===== config.mk =====
export PLATFORM = sky130hd
export DESIGN_NAME = outer_bank_seq
export DESIGN_NICKNAME = d
export VERILOG_FILES = /design/src/rtl/outer_bank_seq.sv
export SDC_FILE = /design/constraint.sdc
export NUM_CORES = 1
export LEC_CHECK = 0
export CAP_MARGIN = 20
export CORE_MARGIN = 4
export CORE_UTILIZATION = 50
export DETAILED_ROUTE_END_ITERATION = 8
export MAX_ROUTING_LAYER = met4
export PLACE_DENSITY = 0.87
export RECOVER_POWER = 50
export SYNTH_ARGS = -nofsm -noshare
export SYNTH_HDL_FRONTEND = slang
export SYNTH_SLANG_ARGS = --single-unit

===== constraint.sdc =====
create_clock -name clk -period 4.55 [get_ports clk]
set_clock_uncertainty 0.1 [all_clocks]
set_input_delay 0.91 -clock clk [delete_from_list [all_inputs] [get_ports clk]]
set_output_delay 0.91 -clock clk [all_outputs]
set_load 0.02 [all_outputs]

===== src/rtl/outer_bank_seq.sv =====
module outer_bank_seq #(
  parameter int PW = 8,
  parameter int CW = 8,
  parameter logic [2:0] WIN = 3'b011
) (
  input  logic          clk,
  input  logic          rst_n,
  input  logic          cpu_wr,
  input  logic [2:0]    cpu_addr_top,
  input  logic [7:0]    cpu_data,
  input  logic [PW-1:0] inner_prg,
  input  logic [CW-1:0] inner_chr,
  output logic [PW-1:0] prg_bank,
  output logic [CW:0]   chr_bank
);

  logic [3:0][7:0] ob;
  logic [1:0]      idx;
  logic            locked, hit, take;
  logic [CW-1:0]   cmask;
  logic [CW:0]     cfull;
  logic            unused_bits;

  assign locked = ob[3][6];
  assign hit    = cpu_addr_top == WIN;
  assign take   = cpu_wr && hit && !locked;

  always_ff @(posedge clk or negedge rst_n) begin
    if (!rst_n) begin
      ob  <= '0;
      idx <= 2'd0;
    end else if (take) begin
      ob[idx] <= cpu_data;
      idx     <= idx + 2'd1;
    end
  end

  assign prg_bank = (inner_prg & PW'({2'b00, ~ob[3][5:0]})) | PW'(ob[1]);

  assign cfull = (CW+1)'((CW+1)'(1) << ({1'b0, ob[2][2:0]} + 4'd1)) - (CW+1)'(1);
  assign cmask = ob[2][3] ? cfull[CW-1:0] : '0;
  assign chr_bank = {ob[2][4], (inner_chr & cmask) | CW'(ob[0])};

  assign unused_bits = ^{ob[2][7:5], ob[3][7], cfull[CW]};

  assert_ptr_step_R3: assert property (@(posedge clk) disable iff (!rst_n)
    take |=> idx == $past(idx) + 2'd1);

  assert_window_R2: assert property (@(posedge clk) disable iff (!rst_n)
    (cpu_wr && !hit) |=> ($stable(ob) && $stable(idx)));

  assert_lock_hold_R4: assert property (@(posedge clk) disable iff (!rst_n)
    locked |=> ($stable(ob) && $stable(idx) && locked));

  assert_prg_base_R5: assert property (@(posedge clk) disable iff (!rst_n)
    (prg_bank & PW'(ob[1])) == PW'(ob[1]));

  assert_chr_off_R7: assert property (@(posedge clk) disable iff (!rst_n)
    !ob[2][3] |-> chr_bank[CW-1:0] == CW'(ob[0]));

  assert_chr_window_R6: assert property (@(posedge clk) disable iff (!rst_n)
    ob[2][3] |-> ((chr_bank[CW-1:0] & ~CW'(ob[0])) & ~cmask) == '0);

endmodule


==> results.json, run 1 <==
{
  "diodes": 0,
  "final_area_um2": 2010,
  "min_path_type": "reg -> reg",
  "cts_sinks": 30,
  "globalplace.congestion": 0.748,
  "p_int_uw": 784,
  "grt_setup_unrepaired": "false",
  "die_x_um": 63.7,
  "rows": 19,
  "relSlewSlack": -0.159,
  "multi_input_area_um2": 673,
  "track_usage": 0.184,
  "post-route-period-util": 0.808,
  "grt_pass1_vias": 1199,
  "postSynth.asyncResetShare": 1.00,
  "fin_setup_tns_ns": 0,
  "power_leakage_nw": 0.922,
  "wl_per_cell_um": 16.7,
  "antenna_found_initial": 0,
  "dp_hpwl_um": 2440,
  "post_cts_buffers": 0,
  "yosysSeqAreaShare": 0.483,
  "p_sw_uw": 457,
  "grt_max_degree": 31,
  "postCtsResizedCells": 0,
  "path_clk_slew_ns": 0.09,
  "drv_slew": 39,
  "drc_errors": 0,
  "worstSetupPathType": "reg -> out",
  "area_growth_pct": 29.6,
  "ys_ff_latch": 30,
  "grt_pass1_wl_um": 5570,
  "p_clk_frac": 0.133,
  "p_comb_frac": 0.462,
  "port_buffers": 44,
  "clk_latency_ns": 0.32,
  "cts_tree": "built",
  "start_kind": "flip-flop",
  "drv_cap": 2,
  "netlist_area_um2": 1550,
  "post-place-ws_ns": 1.15,
  "power_density_nw_per_um2": 617,
  "seqCellArea_um2": 751,
  "violations": "capacitance limit, slew limit",
  "pwr-share-seq": 0.405,
  "max_freq_mhz": 272,
  "syn_inst": 122,
  "p_sw_frac": 0.368,
  "setup_viol": 0,
  "dr.pass1.iters": 4,
  "synth_ff_type": "dfrtp_1",
  "critPathArrivalTime_ns": 2.67,
  "period_minus_slack_ns": 3.68,
  "synth-edff-count": 0,
  "wl_um": 3290,
  "synthTopCellsByCount": "30 x dfrtp_1, 28 x mux2_2, 12 x inv_1, 8 x a21o_1, 5 x ha_1",
  "htree_levels": 2,
  "ir_drop_uv": 328,
  "critPathCaptureType": "primary output",
  "yosysTopAreaCell": "dfrtp_1",
  "synth_warnings": 0,
  "grt_remaining_overflow": 0,
  "die_y_um": 63.7,
  "syn_area_per_cell_um2": 12.7,
  "synth_fp_nets": 157,
  "yosysUniqueCellTypes": 29,
  "postCtsHoldBufs": 0,
  "synth.most_common_cell": "dfrtp_1",
  "io_pins": 47,
  "cts_buffers": 5,
  "max-clock-path-buffers": 2,
  "drive_above_1_share": 0.247,
  "hold_violations": 0,
  "n_fill_cell": 215,
  "via_count": 1064,
  "synth_top_area_frac": 0.483,
  "core_um2": 2850,
  "dieArea_um2": 4060,
  "critPathRequiredTime_ns": 3.54,
  "fin_util": 0.705,
  "critPathMaxFanout": 10,
  "ant_nets": 0,
  "root_buffer": "clkbuf_4",
  "vias_per_cell": 5.40,
  "synth_area_leaders": "dfrtp_1 48%, mux2_2 20%, nor4_4 4.1%",
  "outcome": "complete, but fails checks",
  "initial_core_util": 0.544,
  "worstMarginPinSlew_ns": 1.72,
  "nets": 200,
  "drt_iter0_markers": 25,
  "place_area_um2": 1990,
  "setup_slack_ns": 0.874
}
==> critical path, cell delays in order (launching register included) <==
cell	delay [ns]
dfrtp_1	0.50
or3_1	0.44
ha_1	0.28
nor4bb_1	0.29
a311o_1	0.22
clkdlybuf4s50_1	0.61
==> flip-flops by register name (all words and copies together), names as in the netlist <==
| signal | count |
|---|---|
| ob | 26 |
| idx | 2 |
| chr_bank | 1 |
| locked | 1 |
==> cell type report <==
cell class | instances | area share
inverter | 12 | 0.0224
clock inverter | 1 | 0.00249
multi-input combinational | 71 | 0.335
sequential | 30 | 0.373
tap | 31 | 0.0193
timing repair buffer | 45 | 0.221
clock buffer | 7 | 0.0274
==> power groups by stage <==
| stage | clock network [mW] | logic (mW) | registers, mW |
|---|---|---|---|
| after floorplan | 0 | 0.441 | 0.435 |
| after global placement | 0 | 0.571 | 0.496 |
| after detailed placement | 0 | 0.588 | 0.513 |
| after CTS | 0.169 | 0.593 | 0.506 |
| after global routing | 0.183 | 0.625 | 0.521 |
| final | 0.164 | 0.574 | 0.503 |
==> per-stage QoR <==
step / power, mW / hold WS [ns] / std cells
floorplan: 0.876 / 0.372 / 122
global placement: 1.07 / 0.387 / 189
detailed placement: 1.10 / 0.398 / 189
CTS: 1.27 / 0.420 / 197
global route: 1.33 / 0.429 / 197
finish: 1.24 / 0.414 / 197
==> cells by family after synthesis <==
kind of cell / Yosys count / synth area share
XOR/XNOR: 2 / 0.0113
multiplexers: 28 / 0.203
adder cells (fa/ha/maj): 5 / 0.0403
other: 1 / 0.00242
AND/OR/NAND/NOR: 16 / 0.0999
buffers and inverters: 21 / 0.0636
flip-flops: 30 / 0.483
AO/OA/AOI/OAI: 19 / 0.0959
==> per-layer routing <==
layer / vias to the layer above / GRT usage / share of wire
met1: 505 / 0.213 / 0.44
met3: 9 / 0.0497 / 0.059
met5: - / - / 0
met2: 38 / 0.288 / 0.48
met4: 0 / 0.0997 / 0.025
li1: 512 / - / -
==> path summary, 6_finish.rpt <==
check	startpoint	end	slack (ns)	cells past startpoint
hold reg to reg	ob[14]	ob[14]	0.41	1
hold / removal	ob[14]	ob[14]	0.41	1
setup reg to reg	idx[1]	ob[27]	1.92	4
setup / recovery	ob[17]	chr_bank[6]	0.87	5
max in group asynchronous	rst_n	idx[1]	2.02	2
min in group asynchronous	rst_n	chr_bank[8]	1.41	2
==> cell usage in the layout (no fill, tap or decap), drive strengths merged <==
cell type      synthesis  layout
conb                   1       1
nor3                   1       1
a21oi                  2       2
mux2                  28      28
nand2                  3       3
xnor2                  1       1
nor4                   3       3
o2111ai                1       1
or3                    1       1
a21o                   8       8
o21bai                 2       2
inv                   12      12
and3                   1       1
a31o                   4       4
nand3                  1       1
nor3b                  1       1
nor4b                  1       1
a32o                   1       1
clkdlybuf4s50          0      39
nor2                   1       1
xor2                   1       1
a311o                  1       1
dfrtp                 30      30
clkinv                 0       1
nor4bb                 1       1
dlygate4sd3            0       5
clkbuf                 4       8
nand2b                 2       2
ha                     5       5
Power figures use the tool's default switching activity.
==> run 2: changes to the inputs <==
- CORE_UTILIZATION: 50 -> 46
- PLACE_DENSITY: 0.87 -> 0.82
- clock period: 4.55 -> 3.5 ns (I/O delays scaled with it)
==> run 2 against run 1 <==
Net effect: the flow still finishes with violations (capacitance limit, slew limit); global-route usage fell by 1.4 points; total power rose by 34%; register-to-register slack got worse by 0.93 ns; hold slack got worse by 0.0066 ns; routed wire length fell by 3.3%; largest cell class unchanged; largest power group unchanged.
==> results.json, run 2 (synthesized netlist as in run 1, its figures left out) <==
{
  "grt_pass1_vias": 1164,
  "outcome": "complete, but fails checks",
  "fin_util": 0.650,
  "dieArea_um2": 4370,
  "die_y_um": 66.1,
  "drt_iter0_markers": 37,
  "htree_levels": 2,
  "cts_sinks": 30,
  "grt_setup_unrepaired": "false",
  "regMostFlops": "ob",
  "largest_reg_flops": 26,
  "vias_per_cell": 5.03,
  "p_sw_frac": 0.354,
  "ff2ff_path_depth": 4,
  "nets": 200,
  "cpPeakStageDelay_ns": 0.60,
  "p_clk_frac": 0.164,
  "wl_um": 3180,
  "dr.pass1.iters": 3,
  "power_density_nw_per_um2": 810,
  "path_cells": "or3_1, ha_1, nor2_1, a32o_1, a31o_2, clkdlybuf4s50_1",
  "initial_core_util": 0.492,
  "root_buffer": "clkbuf_4",
  "rows": 20,
  "max-clock-path-buffers": 2,
  "drv_slew": 39,
  "clk_latency_ns": 0.33,
  "reg_top3": "ob: 26 flops, idx: 2 flops",
  "path_buf_inv": 1,
  "area_growth_pct": 32.0,
  "p_comb_frac": 0.445,
  "grt_max_degree": 31,
  "fin_total_pwr_mw": 1.66,
  "critPathRequiredTime_ns": 2.70,
  "place_inst": 202,
  "cp_top_family": "buffers and inverters",
  "postCtsHoldBufs": 0,
  "path_clk_slew_ns": 0.10,
  "critPathMaxFanout": 9,
  "drv_cap": 2,
  "setup_viol": 0,
  "final_cells": 210,
  "dp_hpwl_um": 2360,
  "cts_buffers": 5,
  "p_int_mw": 1.07,
  "cpMaxStageDelayCell": "clkdlybuf4s50_1",
  "track_usage": 0.170,
  "final_common_cell": "clkdlybuf4s50_1",
  "grt_remaining_overflow": 0,
  "max_freq_mhz": 297,
  "cts_tree": "built",
  "ant_nets": 0,
  "globalplace.congestion": 0.754,
  "period_minus_slack_ns": 3.37,
  "port_buffers": 44,
  "grt_pass1_wl_um": 5330,
  "worstSetupPathType": "reg -> out",
  "min_path_type": "reg -> reg",
  "io_pins": 47,
  "diodes": 0,
  "post-route-period-util": 0.962,
  "drive_above_1_share": 0.259,
  "worstMarginPinSlew_ns": 1.58,
  "wl_per_cell_um": 15.1,
  "die_x_um": 66.1,
  "pwr-share-seq": 0.391,
  "hold_violations": 0,
  "relSlewSlack": -0.0604,
  "postCtsResizedCells": 0,
  "critPathCaptureType": "primary output",
  "ir_drop_uv": 353,
  "p_sw_uw": 589,
  "start_kind": "flip-flop",
  "fin_setup_tns_ns": 0,
  "violations": "capacitance limit, slew limit",
  "via_count": 1057,
  "power_leakage_nw": 0.941,
  "post_cts_buffers": 0,
  "worst-path-stages": 6,
  "drc_errors": 0,
  "antenna_found_initial": 0,
  "final_cell_mix": "39 x clkdlybuf4s50_1, 29 x dfrtp_1, 28 x mux2_2",
  "core_um2": 3150,
  "hold_depth": 1,
  "critPathArrivalTime_ns": 2.57,
  "whs_ns": 0.407
}
run 2: stage by stage:
| step | setup WS [ns] | area [µm²] |
|---|---|---|
| 2_1_floorplan | 0.961 | 1550 |
| 3_3_place_gp | 0.498 | 2000 |
| 3_5_place_dp | 0.449 | 2000 |
| 4_1_cts | 0.0705 | 2080 |
| 5_1_grt | 0.00471 | 2050 |
| 6_report | 0.133 | 2050 |
run 2: path summary, 6_finish.rpt:
path / start / to / slack (ns)
min reg2reg: ob[5] / ob[5] / 0.41
min in group asynchronous: rst_n / ob[15] / 1.19
max reg2reg: idx[1] / ob[27] / 0.99
max: ob[16] / chr_bank[4] / 0.13
min: ob[5] / ob[5] / 0.41
max in group asynchronous: rst_n / ob[17] / 1.09
run 2: area by class of cell:
| class | instances | area [µm²] |
|---|---|---|
| clock buffers | 5 | 37.5 |
| flip-flops and latches | 30 | 752 |
| well taps | 44 | 55.1 |
| fillers | 256 | 1100 |
| repair buffers | 45 | 447 |
| multi-input cells | 71 | 673 |
| inverters | 12 | 45.0 |
| clock inverters | 3 | 40.0 |
run 2: worst register-to-register path: cells and delay by family, from the launching register on:
| family | cells | cell delay, ns |
|---|---|---|
| muxes | 1 | 0.45 |
| adders and majority gates | 1 | 0.16 |
| DFF | 1 | 0.40 |
| and+or+nand+nor | 1 | 1.26 |
| buffers and inverters | 1 | 0.04 |
run 2: layer usage:
layer,up-vias,share of wire,track usage
met4,0,0.018,0.0609
met5,-,0,-
met1,511,0.42,0.187
li1,511,-,-
met2,29,0.50,0.280
met3,6,0.059,0.0629
run 2: power groups by stage:
stage	registers (mW)	logic, mW	clock network, mW
after floorplan	0.565	0.573	0
after global placement	0.644	0.739	0
after detailed placement	0.661	0.760	0
after CTS	0.652	0.766	0.277
after global routing	0.674	0.808	0.300
final	0.650	0.738	0.272
